## config.mk

```make
export PLATFORM = sky130hd
export DESIGN_NAME = link_break_seq
export DESIGN_NICKNAME = d
export VERILOG_FILES = /design/src/rtl/link_break_pkg.sv /design/src/rtl/lbs_tick_div.sv /design/src/rtl/lbs_phase_fsm.sv /design/src/rtl/link_break_seq.sv
export SDC_FILE = /design/constraint.sdc
export NUM_CORES = 1
export LEC_CHECK = 0
export BUFFER_PORTS_ARGS = -buffer_cell sky130_fd_sc_hd__buf_2
export CAP_MARGIN = 20
export CORE_MARGIN = 4
export CORE_UTILIZATION = 55
export DETAILED_ROUTE_END_ITERATION = 8
export PLACE_DENSITY = 0.73
export SLEW_MARGIN = 25
export SYNTH_ARGS = -nofsm -noshare
export SYNTH_HDL_FRONTEND = slang
export SYNTH_HIERARCHICAL = 1
export SYNTH_SLANG_ARGS = --single-unit
```

## constraint.sdc

```tcl
create_clock -name clk -period 2.9 [get_ports clk]
set_clock_uncertainty 0.1 [all_clocks]
set_input_delay 0.87 -clock clk [delete_from_list [all_inputs] [get_ports clk]]
set_output_delay 0.87 -clock clk [all_outputs]
set_load 0.02 [all_outputs]
```

## src/rtl/link_break_pkg.sv

```systemverilog
package link_break_pkg;

  typedef enum logic [2:0] {
    PH_IDLE  = 3'd0,
    PH_FLUSH = 3'd1,
    PH_PRE   = 3'd2,
    PH_BRK   = 3'd3,
    PH_ECHO  = 3'd4,
    PH_RECOV = 3'd5
  } phase_e;

  // Line level driven during a phase: low only in the break stretch.
  function automatic logic phase_level(phase_e p);
    return (p != PH_BRK);
  endfunction

  // Fixed phase order; flush and recovery both return to idle.
  function automatic phase_e phase_after(phase_e p);
    case (p)
      PH_PRE:   return PH_BRK;
      PH_BRK:   return PH_ECHO;
      PH_ECHO:  return PH_RECOV;
      default:  return PH_IDLE;
    endcase
  endfunction

  function automatic int max_of(int a, int b);
    return (a > b) ? a : b;
  endfunction

  // Number of bits needed to hold the value v (at least 1).
  function automatic int bits_for(int v);
    int w;
    w = 1;
    for (int i = 1; i < 31; i++) begin
      if ((1 << i) <= v) w = i + 1;
    end
    return w;
  endfunction

endpackage

```

## src/rtl/lbs_tick_div.sv

```systemverilog
module lbs_tick_div #(
  parameter int CLK_DIV = 1
) (
  input  logic clk,
  input  logic rst_n,
  input  logic run_i,
  output logic tick_o
);

  generate
    if (CLK_DIV == 1) begin : g_nodiv
      assign tick_o = run_i;
    end else begin : g_div
      localparam int DW = $clog2(CLK_DIV);
      localparam logic [DW-1:0] LAST = DW'(CLK_DIV - 1);
      logic [DW-1:0] div_q;

      always_ff @(posedge clk or negedge rst_n) begin
        if (!rst_n) begin
          div_q <= '0;
        end else if (!run_i || div_q == LAST) begin
          div_q <= '0;
        end else begin
          div_q <= div_q + 1'b1;
        end
      end

      assign tick_o = run_i && (div_q == LAST);
    end
  endgenerate

endmodule

```

## src/rtl/lbs_phase_fsm.sv

```systemverilog
module lbs_phase_fsm
  import link_break_pkg::*;
#(
  parameter int FLUSH_CLKS = 5000,
  parameter int PRE_CLKS   = 50,
  parameter int BRK_CLKS   = 256,
  parameter int ECHO_CLKS  = 16,
  parameter int RECOV_CLKS = 16000
) (
  input  logic   clk,
  input  logic   rst_n,
  input  logic   start_i,
  input  logic   tick_i,
  output phase_e phase_o,
  output logic   last_o,
  output logic   done_o
);

  localparam int MAX_LEN = max_of(max_of(max_of(FLUSH_CLKS, PRE_CLKS),
                                         max_of(BRK_CLKS, ECHO_CLKS)),
                                  RECOV_CLKS);
  localparam int CNT_W = bits_for(MAX_LEN);
  localparam logic [CNT_W-1:0] CNT_ONE = CNT_W'(1);

  function automatic logic [CNT_W-1:0] len_of(phase_e p);
    case (p)
      PH_FLUSH: return CNT_W'(FLUSH_CLKS);
      PH_PRE:   return CNT_W'(PRE_CLKS);
      PH_BRK:   return CNT_W'(BRK_CLKS);
      PH_ECHO:  return CNT_W'(ECHO_CLKS);
      PH_RECOV: return CNT_W'(RECOV_CLKS);
      default:  return '0;
    endcase
  endfunction

  phase_e           phase_q;
  phase_e           phase_nxt;
  logic [CNT_W-1:0] cnt_q;
  logic             done_q;
  logic             last_w;

  assign phase_nxt = phase_after(phase_q);
  assign last_w    = (phase_q != PH_IDLE) && tick_i && (cnt_q == CNT_ONE);

  always_ff @(posedge clk or negedge rst_n) begin
    if (!rst_n) begin
      phase_q <= PH_FLUSH;
      cnt_q   <= len_of(PH_FLUSH);
      done_q  <= 1'b0;
    end else begin
      done_q <= last_w && (phase_q == PH_RECOV);
      if (phase_q == PH_IDLE) begin
        if (start_i) begin
          phase_q <= PH_PRE;
          cnt_q   <= len_of(PH_PRE);
        end
      end else if (tick_i) begin
        if (cnt_q == CNT_ONE) begin
          phase_q <= phase_nxt;
          cnt_q   <= len_of(phase_nxt);
        end else begin
          cnt_q <= cnt_q - 1'b1;
        end
      end
    end
  end

  assign phase_o = phase_q;
  assign last_o  = last_w;
  assign done_o  = done_q;

endmodule

```

## src/rtl/link_break_seq.sv

```systemverilog
module link_break_seq
  import link_break_pkg::*;
#(
  parameter int FLUSH_CLKS = 5000,
  parameter int PRE_CLKS   = 50,
  parameter int BRK_CLKS   = 256,
  parameter int ECHO_CLKS  = 16,
  parameter int RECOV_CLKS = 16000,
  parameter int CLK_DIV    = 1
) (
  input  logic clk,
  input  logic rst_n,
  input  logic start_i,
  output logic link_clk_en_o,
  output logic data_o,
  output logic data_oe_o,
  output logic busy_o,
  output logic done_o
);

  phase_e phase_w;
  logic   run_w;
  logic   tick_w;
  logic   phase_last;
  logic   done_w;

  assign run_w = (phase_w != PH_IDLE);

  lbs_tick_div #(
    .CLK_DIV (CLK_DIV)
  ) u_div (
    .clk    (clk),
    .rst_n  (rst_n),
    .run_i  (run_w),
    .tick_o (tick_w)
  );

  lbs_phase_fsm #(
    .FLUSH_CLKS (FLUSH_CLKS),
    .PRE_CLKS   (PRE_CLKS),
    .BRK_CLKS   (BRK_CLKS),
    .ECHO_CLKS  (ECHO_CLKS),
    .RECOV_CLKS (RECOV_CLKS)
  ) u_fsm (
    .clk     (clk),
    .rst_n   (rst_n),
    .start_i (start_i),
    .tick_i  (tick_w),
    .phase_o (phase_w),
    .last_o  (phase_last),
    .done_o  (done_w)
  );

  assign link_clk_en_o = tick_w;
  assign data_o        = phase_level(phase_w);
  assign data_oe_o     = run_w;
  assign busy_o        = run_w;
  assign done_o        = done_w;

endmodule

```

### Word-level counts from Yosys, hierarchy flattened

Index checks and enable logic that the tools add are counted.

* add/subtract/negate cells: 1
* multipliers: 0
* divide/modulo/power cells: 0
* $lt $le $gt $ge: 0
* equality and inequality tests: 12
* shift-type cells: 0
* multiplexer cells: 10
* bitwise gates (word level): 0
* reduce and logical (&&, ||, !) cells: 8

Operators with widths (number)
* one-hot mux 14 bit (5 select lines): 1
* 2-to-1 mux 14 bit: 4
* equality test 14 x 1 -> 1 bit (second input constant): 1
* subtractor 14 x 1 -> 14 bit (second input constant): 1
* equality test 3 x 2 -> 1 bit (second input constant): 4
* equality test 3 bit (second input constant): 4
* 2-to-1 mux 3 bit: 4
* one-hot mux 3 bit (3 select lines): 1
* nonzero test 2 bit: 2
* equality test 3 x 1 -> 1 bit (second input constant): 1
* logical NOT 3 bit: 1
* inequality test 3 x 2 -> 1 bit (second input constant): 1
* AND reduction 3 bit: 1
* nonzero test 3 bit: 1
* logical AND 1 bit: 2
* inequality test 2 bit (second input constant): 1
* AND reduction 2 bit: 1

* register bits: 18
* latch bits: 0
* RAM bits: 0
* bits in read-only memories: 0
* input port bits: 3
* output and inout bits: 5
* word-level logic and storage cells: 34
* memories: 0

### Longest topological paths before layout

Gate-level depths: netlist of run 1.

* word-level depth: 7
* gate-level depth with buffers: 9
* gate-level depth less buffers: 8

### Modules after synthesis

The synthesis of run 1 kept the hierarchy.

Modules (own cells, without submodules)
* lbs_phase_fsm: times used 1, cells an instance 139, area each 1242.4 µm², seq. area each 457.9 µm²
* link_break_seq: times used 1, cells an instance 3, area each 21.3 µm², seq. area each 0.0 µm²
* lbs_tick_div: times used 1, cells an instance 1, area each 7.5 µm², seq. area each 0.0 µm²

### Worst setup path before layout of run 1

OpenSTA, ideal clock, no wires.

* kind: input to register
* start point: input start_i
* end point: register u_fsm.cnt_q[13]
* setup time: 126 ps
* arrival: 2024 ps
* data required time: 2674 ps
* setup slack: 650 ps
* stages: 4
* path buffers: 1
* cells stage by stage: or4b_1 and2_1 buf_2 a221o_1

* cells in the longest elaborated chain, start to end: 2

RTL lines
* start: declaration: RTL line link_break_seq.sv:13 `input logic start_i,`
* inequality test 2 bit (no source line)
* AND reduction 2 bit (no source line)
* end signal: assignment: RTL line lbs_phase_fsm.sv:48 `cnt_q <= len_of(PH_FLUSH);`
* end signal: assignment: RTL line lbs_phase_fsm.sv:55 `cnt_q <= len_of(PH_PRE);`
* end signal: assignment: RTL line lbs_phase_fsm.sv:60 `cnt_q <= len_of(phase_nxt);`
* end: declaration: RTL line lbs_phase_fsm.sv:38 `logic [CNT_W-1:0] cnt_q;`

No other way between the ends.
A chain may end at the register's enable or synchronous reset.

### Worst setup path after layout of run 1

* start point: register u_fsm.phase_q[1] (netlist: u_fsm/phase_o[1])
* end point: output link_clk_en_o

* cells in the longest elaborated chain, start to end: 1

RTL lines
* start: declaration: RTL line lbs_phase_fsm.sv:36 `phase_e phase_q;`
* start signal: assignment: RTL line lbs_phase_fsm.sv:59 `phase_q <= phase_nxt;`
* nonzero test 3 bit: RTL line link_break_seq.sv:27 `assign run_w = (phase_w != PH_IDLE);`
* end: declaration: RTL line link_break_seq.sv:14 `output logic link_clk_en_o,`

No other way between the ends.

==> out/qor.csv, run 1 <==
metric;value;unit
post-cts-setup-buffers;0;
multiInputGateArea;738;um^2
nFillCells;195;
stdcell_count;176;
r2r_start;u_fsm/cnt_q[1]$_DFFE_PN0P_;
dieArea;3140;um^2
place_congestion;0.874;
synth_ff_type;dfrtp_1;
switching_share;39.8;%
post_cts_resized;0;
wl_per_cell;16.3;um
drv_slew;0;
hold_slack;0.385;ns
place_area;1320;um^2
p_leak;0.513;nW
vias;1139;
wl;2.87;mm
crit_path_end_kind;primary output;
ios;8;
yosysUniqueCellTypes;50;
synth_edf_count;0;
cellPowerDensity;701;nW/um^2
area_delta_synth_final;5.51;%
drt_iter0_markers;33;
yosysTopAreaCellShare;23.6;%
max_slew_margin;58.2;%
syn_nets;149;
tightest_slew;0.621;ns
max_freq;0.398;GHz
max_cap_violations;0;
port_buffers;7;
yosys.area.top_type;dfrtp_1;
cts_tree;done;
syn_avg_cell_area;8.89;um^2
layout_min_cycle_time;2.51;ns
worst_setup_path_start_kind;register;
synthArstFlopShare;100;%
grt_start_max_net_pins;19;
clk_pin_slew_worst_paths;0.10;ns
crit_path_max_fanout;15;
power_frac_clock;13.9;%
cp_slowest_cell;dfrtp_1;
core;2210;um^2
crit_chain;or3_1 > buf_2;
arrival;1.54;ns
grt_pass1_wl;5.04;mm
critPathLaunch;u_fsm/phase_o[1]$_DFFE_PN0P_;
grt_usage;19.9;%
synth_warnings;6;
netSwitchingPower;0.375;mW
num_rows;17;
numCtsBuffers;3;
p_int;0.566;mW
start_util;57.5;%
synth_seq_cells;18;
dp_hpwl;2.05;mm
numClockSinks;18;
synth_area_leaders;dfrtp_1 (24%), dfstp_2 (12%), o21ai_0 (4.3%);
status;finished clean;
hp-class;input port to async pin;
cts_hold_buf;0;
dp_cells;172;
layout-drive-gt1-share;18.9;%
insertion_delay;0.29;ns
gr-total-overflow;0;
finalCritPeriodShare;86.6;%
dieWidth;56.1;um
cp.required;1.93;ns
cp_slowest_stage_delay;0.54;ns
grt_setup_unrepaired;false;
h-tree-depth;1;
hold_viol;0;
postSynthCellCount;143;
grt_pass1_vias;1067;
avgViaCountPerCell;6.47;
design_area;1340;um^2
totalPowerFinal;0.941;mW
cts-root-buf;clkbuf_4;
comb_power_share;35.7;%
finalSetupViolCount;0;
rrSetupSlack;0.48;ns
worst-setup-path-type;register to primary output;
drc;0;
seq_area_frac_synth;36.0;%
fin_tns_setup;0;ns
drt-pass1-iter-count;4;
regArea;458;um^2
drt.antenna.violating_nets;0;
diodes;0;
synth.cell_area;1270;um^2
die_h;56.1;um
antenna_found_initial;0;
p_seq_share;50.5;%
vdd_drop_max;0.000663;V
final_nets;155;
clock_path_buffers;2;
[state kept, by name, indices dropped and copies added (netlist names)]
signal and cells:
u_fsm/phase_o 3, u_fsm/done_o 1, u_fsm/cnt_q 14
[worst max-delay path: cells and delay by family (launching register included)]
kind	cells	cell delay, ns
buffers and inverters	1	0.21
AND/OR/NAND/NOR	1	0.51
flip-flops	1	0.54
[layout by cell type, fill, tap and decap left out, drive strengths merged, types with 5 or more instances in the layout]
master	count
nand2	12
dfrtp	12
o21ai	11
buf	11
nor2	10
nor3	8
a21oi	8
dfstp	6
inv	5
[Yosys cell counts, types with 2 or more instances]
library cell	count
dfrtp_1	12
nand2_1	12
o21ai_0	11
nor2_1	10
a21oi_1	8
nor3_1	8
dfstp_2	6
inv_1	5
clkbuf_1	4
a2bb2oi_1	3
a31oi_1	3
a32o_1	3
a32oi_1	3
ha_1	3
nand4_1	3
nor4_1	3
or3_1	3
and2_1	2
and3_1	2
buf_2	2
buf_4	2
nand2b_1	2
nand3b_1	2
o22a_1	2
o311ai_0	2
o31a_1	2
o31ai_1	2
[area by class of cell]
| class | count | area share (%) |
|---|---|---|
| Multi-Input combinational cell | 110 | 55.0 |
| Sequential cell | 18 | 34.1 |
| Timing Repair Buffer | 11 | 4.85 |
| Tap cell | 28 | 2.61 |
| Inverter | 5 | 1.40 |
| Clock buffer | 4 | 1.96 |
[final timing paths]
path	end	cells past startpoint
worst max-delay path	link_clk_en_o	2
worst min-delay path	u_fsm/done_o$_DFF_PN0_	1
worst max register to register	u_fsm/cnt_q[2]$_DFFE_PN0P_	7
worst min register to register	u_fsm/cnt_q[3]$_DFFE_PN1P_	2
max in group asynchronous	u_fsm/cnt_q[3]$_DFFE_PN1P_	1
min in group clk	u_fsm/cnt_q[3]$_DFFE_PN1P_	2
[cells by family (layout without fill, tap and decap cells)]
group	count (synthesis)	count (layout)	synth area share [%]
buffers and inverters	15	20	5.90
AND/OR/NAND/NOR	57	57	26.2
adder cells (fa/ha/maj)	3	3	2.95
flip-flops	18	18	36.0
multiplexers	1	1	0.886
XOR/XNOR	1	1	0.689
AO/OA/AOI/OAI	48	48	27.4
[routing by layer]
| layer | vias up | share of wire [%] | global-route usage [%] |
|---|---|---|---|
| met4 | 0 | 1.4 | 6.44 |
| met1 | 525 | 46 | 27.1 |
| met2 | 42 | 46 | 30.2 |
| met3 | 7 | 7.3 | 5.80 |
| met5 | - | 0 | 0 |
| li1 | 565 | - | - |
[metrics by stage]
stage               utilization, %  setup slack (ns)
CTS                           60.6             0.383
global route                  60.6             0.285
global placement              59.4             0.377
detailed placement            59.4             0.351
floorplan                        -             0.650
finish                        60.6             0.387
[power by group through the flow]
stage	logic, mW	registers [mW]	clock network (mW)
finish	0.336	0.475	0.131
global route	0.378	0.495	0.147
CTS	0.330	0.470	0.133
detailed placement	0.330	0.475	0
global placement	0.322	0.470	0
floorplan	0.287	0.426	0
No activity file was read; power rests on OpenSTA's default activity.
==> run 2: changes to the inputs <==
--- a/config.mk
+++ b/config.mk
@@ -8,9 +8,9 @@
 export BUFFER_PORTS_ARGS = -buffer_cell sky130_fd_sc_hd__buf_2
 export CAP_MARGIN = 20
 export CORE_MARGIN = 4
-export CORE_UTILIZATION = 55
+export CORE_UTILIZATION = 59
 export DETAILED_ROUTE_END_ITERATION = 8
-export PLACE_DENSITY = 0.73
+export PLACE_DENSITY = 0.78
 export SLEW_MARGIN = 25
 export SYNTH_ARGS = -nofsm -noshare
 export SYNTH_HDL_FRONTEND = slang
==> out/qor.csv, run 2 (synthesis gave the netlist of run 1 again) <==
metric;value;unit
worst-setup-path-type;register to primary output;
max_slew_margin;66.9;%
grt_pass1_wl;5.00;mm
area_delta_synth_final;7.38;%
r2r_cells;6;
post-cts-setup-buffers;0;
crit_chain;or3_1 > buf_2;
finalCritPeriodShare;88.9;%
cts_hold_buf;0;
drt_iter0_markers;62;
fin_tns_setup;0;ns
path_depth;2;
critPathCapture;link_clk_en_o;
critPathBufInv;1;
final_util;68.2;%
multiInputGateArea;738;um^2
max_freq;0.388;GHz
h-tree-depth;1;
layout-drive-gt1-share;20.7;%
vias;1199;
layout_min_cycle_time;2.58;ns
hp-class;input port to async pin;
vdd_drop_max;0.000464;V
finalSetupViolCount;0;
final_nets;157;
cp.required;1.93;ns
crit_path_max_fanout;15;
nFillCells;166;
dp_cells;173;
core;2000;um^2
die_h;54.4;um
tightest_slew;0.491;ns
cp_slowest_stage_delay;0.55;ns
regArea;458;um^2
drt-pass1-iter-count;4;
wl_per_cell;17.1;um
wl;3.02;mm
grt_setup_unrepaired;false;
drv_slew;0;
clk_pin_slew_worst_paths;0.11;ns
insertion_delay;0.30;ns
worst_setup_path_start_kind;register;
fin_ws;0.322;ns
status;finished clean;
layout_common_cells;nand2_1 (12), dfrtp_1 (12), o21ai_0 (11);
crit_path_end_kind;primary output;
largest_register_ffs;14;
start_util;63.5;%
ios;8;
dp_hpwl;2.15;mm
drc;0;
stdcell_count;177;
place_ws;0.318;ns
drt.antenna.violating_nets;0;
grt_usage;23.8;%
cts-root-buf;clkbuf_4;
dieWidth;54.4;um
numCtsBuffers;3;
avgViaCountPerCell;6.77;
port_buffers;7;
p_leak;0.530;nW
numClockSinks;18;
gr-total-overflow;0;
arrival;1.61;ns
grt_start_max_net_pins;19;
rrSetupSlack;0.49;ns
cellPowerDensity;715;nW/um^2
critPathTopFamily;flip-flops;
clock_path_buffers;2;
max_cap_violations;0;
hold_viol;0;
critPathLaunch;u_fsm/phase_o[1]$_DFFE_PN0P_;
grt_pass1_vias;1075;
antenna_found_initial;0;
cts_tree;done;
num_rows;16;
post_cts_resized;0;
r2r_start;u_fsm/cnt_q[0]$_DFFE_PN0P_;
regMostFlops;u_fsm/cnt_q;
r2r-end;u_fsm/cnt_q[10]$_DFFE_PN0P_;
diodes;0;
dieArea;2960;um^2
place_congestion;0.883;
cp_slowest_cell;dfrtp_1;
## run 2: how the worst min path moves through the flow
stage	to	cells past startpoint
3_5_place_dp	u_fsm/cnt_q[3]$_DFFE_PN1P_	2
5_1_grt	u_fsm/done_o$_DFF_PN0_	1
2_1_floorplan	u_fsm/cnt_q[8]$_DFFE_PN1P_	2
4_1_cts	u_fsm/done_o$_DFF_PN0_	1
3_3_place_gp	u_fsm/cnt_q[8]$_DFFE_PN1P_	2
6_report	u_fsm/done_o$_DFF_PN0_	1
## run 2: area by class of cell
cell class / instances / share of cell area (%)
clock buffers: 4 / 2.66
multi-input cells: 110 / 54.1
inverters: 5 / 1.37
flip-flops and latches: 18 / 33.5
repair buffers: 13 / 5.87
well taps: 27 / 2.47
## run 2: layer usage
layer  vias to the layer above  global-route usage (%)  part of all wire [%]
met1                       566                    34.8                    45
met5                         -                       0                     0
met2                        59                    33.5                    45
met4                         0                    12.4                   1.7
met3                         6                    3.54                   8.3
li1                        568                       -                     -
## run 2: through the flow
step                      hold slack (ns)  power (mW)  cell area [um^2]
after floorplan                     0.380       0.712              1270
after CTS                           0.387       0.976              1370
after global placement              0.401       0.802              1330
after global routing                0.399        1.05              1370
final                               0.379       0.976              1370
after detailed placement            0.415       0.818              1330
## run 2: power by group
part / internal, mW / switching (mW)
Clock: 0.0764 / 0.0789
Sequential: 0.356 / 0.123
Combinational: 0.161 / 0.181
==> run 3: changes to the inputs <==
--- a/config.mk
+++ b/config.mk
@@ -8,9 +8,8 @@
 export BUFFER_PORTS_ARGS = -buffer_cell sky130_fd_sc_hd__buf_2
 export CAP_MARGIN = 20
 export CORE_MARGIN = 4
-export CORE_UTILIZATION = 59
+export CORE_UTILIZATION = 30
 export DETAILED_ROUTE_END_ITERATION = 8
-export PLACE_DENSITY = 0.78
 export SLEW_MARGIN = 25
 export SYNTH_ARGS = -nofsm -noshare
 export SYNTH_HDL_FRONTEND = slang
==> out/qor.csv, run 3 (synthesis gave the netlist of run 1 again) <==
metric;value;unit
grt_pass1_wl;5.80;mm
cp_slowest_stage_delay;0.53;ns
hp-class;register to register;
drv_slew;0;
drt_iter0_markers;86;
vdd_drop_max;0.000272;V
fin_tns_setup;0;ns
r2r-end;u_fsm/cnt_q[13]$_DFFE_PN0P_;
dp_hpwl;2.37;mm
area_delta_synth_final;11.1;%
numCtsBuffers;3;
r2r_start;u_fsm/cnt_q[1]$_DFFE_PN0P_;
worst_setup_path_start_kind;register;
grt_usage;13.8;%
drt-pass1-iter-count;4;
finalSetupViolCount;0;
gr-total-overflow;0;
place_congestion;0.918;
cp_slowest_cell;dfrtp_1;
p_leak;0.536;nW
worst-setup-path-type;register to primary output;
post_cts_resized;0;
port_buffers;7;
grt_pass1_vias;1113;
path_depth;2;
arrival;1.53;ns
netSwitchingPower;0.394;mW
core;4060;um^2
vias;1181;
layout_min_cycle_time;2.50;ns
avgViaCountPerCell;5.91;
grt_setup_unrepaired;false;
wl_per_cell;16.4;um
switching_share;38.3;%
critPathTopFamily;flip-flops;
dieWidth;73.1;um
max_slew_margin;48.4;%
p_seq_share;46.5;%
hp-start;u_fsm/cnt_q[7]$_DFFE_PN1P_;
largest_register_ffs;14;
crit_path_max_fanout;15;
layout_common_cells;nand2_1 (12), dfrtp_1 (12), o21ai_0 (11);
max_cap_violations;0;
cp.required;1.93;ns
cts-root-buf;clkbuf_8;
final_nets;157;
numClockSinks;18;
regMostFlops;u_fsm/cnt_q;
grt_start_max_net_pins;19;
critPathCapture;link_clk_en_o;
p_int;0.633;mW
diodes;0;
h-tree-depth;1;
drt.antenna.violating_nets;0;
totalPowerFinal;1.03;mW
hold_viol;0;
ios;8;
insertion_delay;0.25;ns
post-cts-setup-buffers;0;
cellPowerDensity;727;nW/um^2
dieArea;5340;um^2
power_frac_clock;20.4;%
max_freq;0.400;GHz
antenna_found_initial;0;
cts_tree;done;
nFillCells;408;
critPathBufInv;1;
status;finished clean;
critPathLaunch;u_fsm/phase_o[1]$_DFFE_PN0P_;
layout-drive-gt1-share;20.7;%
start_util;31.3;%
r2r_cells;7;
drc;0;
comb_power_share;33.1;%
clock_path_buffers;2;
finalCritPeriodShare;86.2;%
cts_hold_buf;0;
num_rows;23;
tightest_slew;0.767;ns
rrSetupSlack;0.47;ns
die_h;73.1;um
crit_path_end_kind;primary output;
wl;3.28;mm
crit_chain;or3_1 > buf_2;
clk_pin_slew_worst_paths;0.07;ns
-- run 3: cell counts in the layout (fill, tap and decap cells not counted) --
Identical to the previous run, type by type.
-- run 3: per-stage QoR --
stage / instance area [um^2] / util, % / std cells / hold slack, ns / setup WS, ns
2_1_floorplan: 1270 / - / 143 / 0.380 / 0.650
3_3_place_gp: 1360 / 33.5 / 196 / 0.408 / 0.412
3_5_place_dp: 1360 / 33.5 / 196 / 0.420 / 0.342
4_1_cts: 1410 / 34.8 / 200 / 0.429 / 0.417
5_1_grt: 1410 / 34.8 / 200 / 0.449 / 0.295
6_report: 1410 / 34.8 / 200 / 0.425 / 0.400
-- run 3: final cells by class --
cell class	count	area [um^2]	share of cell area [%]
Multi-Input combinational cell	110	738	52.3
Tap cell	50	62.6	4.43
Sequential cell	18	458	32.4
Timing Repair Buffer	13	80.1	5.67
Clock buffer	4	55.1	3.90
Inverter	5	18.8	1.33
-- run 3: layer usage --
metal	GRT usage (%)	routed length, um	vias up	part of all wire (%)
met5	0	0	-	0
met4	3.07	17	0	0.52
met3	3.44	223	2	6.8
met2	21.7	1530	34	47
met1	18.9	1510	584	46
li1	-	-	561	-
-- run 3: worst min-delay path by stage --
stage,end,slack [ns],cells after the start
2_1_floorplan,u_fsm/cnt_q[8]$_DFFE_PN1P_,0.38,2
3_5_place_dp,u_fsm/cnt_q[3]$_DFFE_PN1P_,0.42,2
6_report,u_fsm/cnt_q[7]$_DFFE_PN1P_,0.43,2
5_1_grt,u_fsm/cnt_q[3]$_DFFE_PN1P_,0.45,2
3_3_place_gp,u_fsm/cnt_q[7]$_DFFE_PN1P_,0.41,2
4_1_cts,u_fsm/cnt_q[7]$_DFFE_PN1P_,0.43,2
-- run 3: worst min-delay path, delay by kind of cell, from the launching register on --
family,cells,cell delay [ns]
DFF,1,0.39
AOI/OAI and AO/OA,2,0.13
-- run 3: power by group through the flow --
stage / combinational [mW] / clock, mW / sequential, mW
global placement: 0.329 / 0 / 0.472
finish: 0.340 / 0.210 / 0.478
floorplan: 0.287 / 0 / 0.426
CTS: 0.338 / 0.214 / 0.473
detailed placement: 0.336 / 0 / 0.475
global route: 0.384 / 0.227 / 0.497
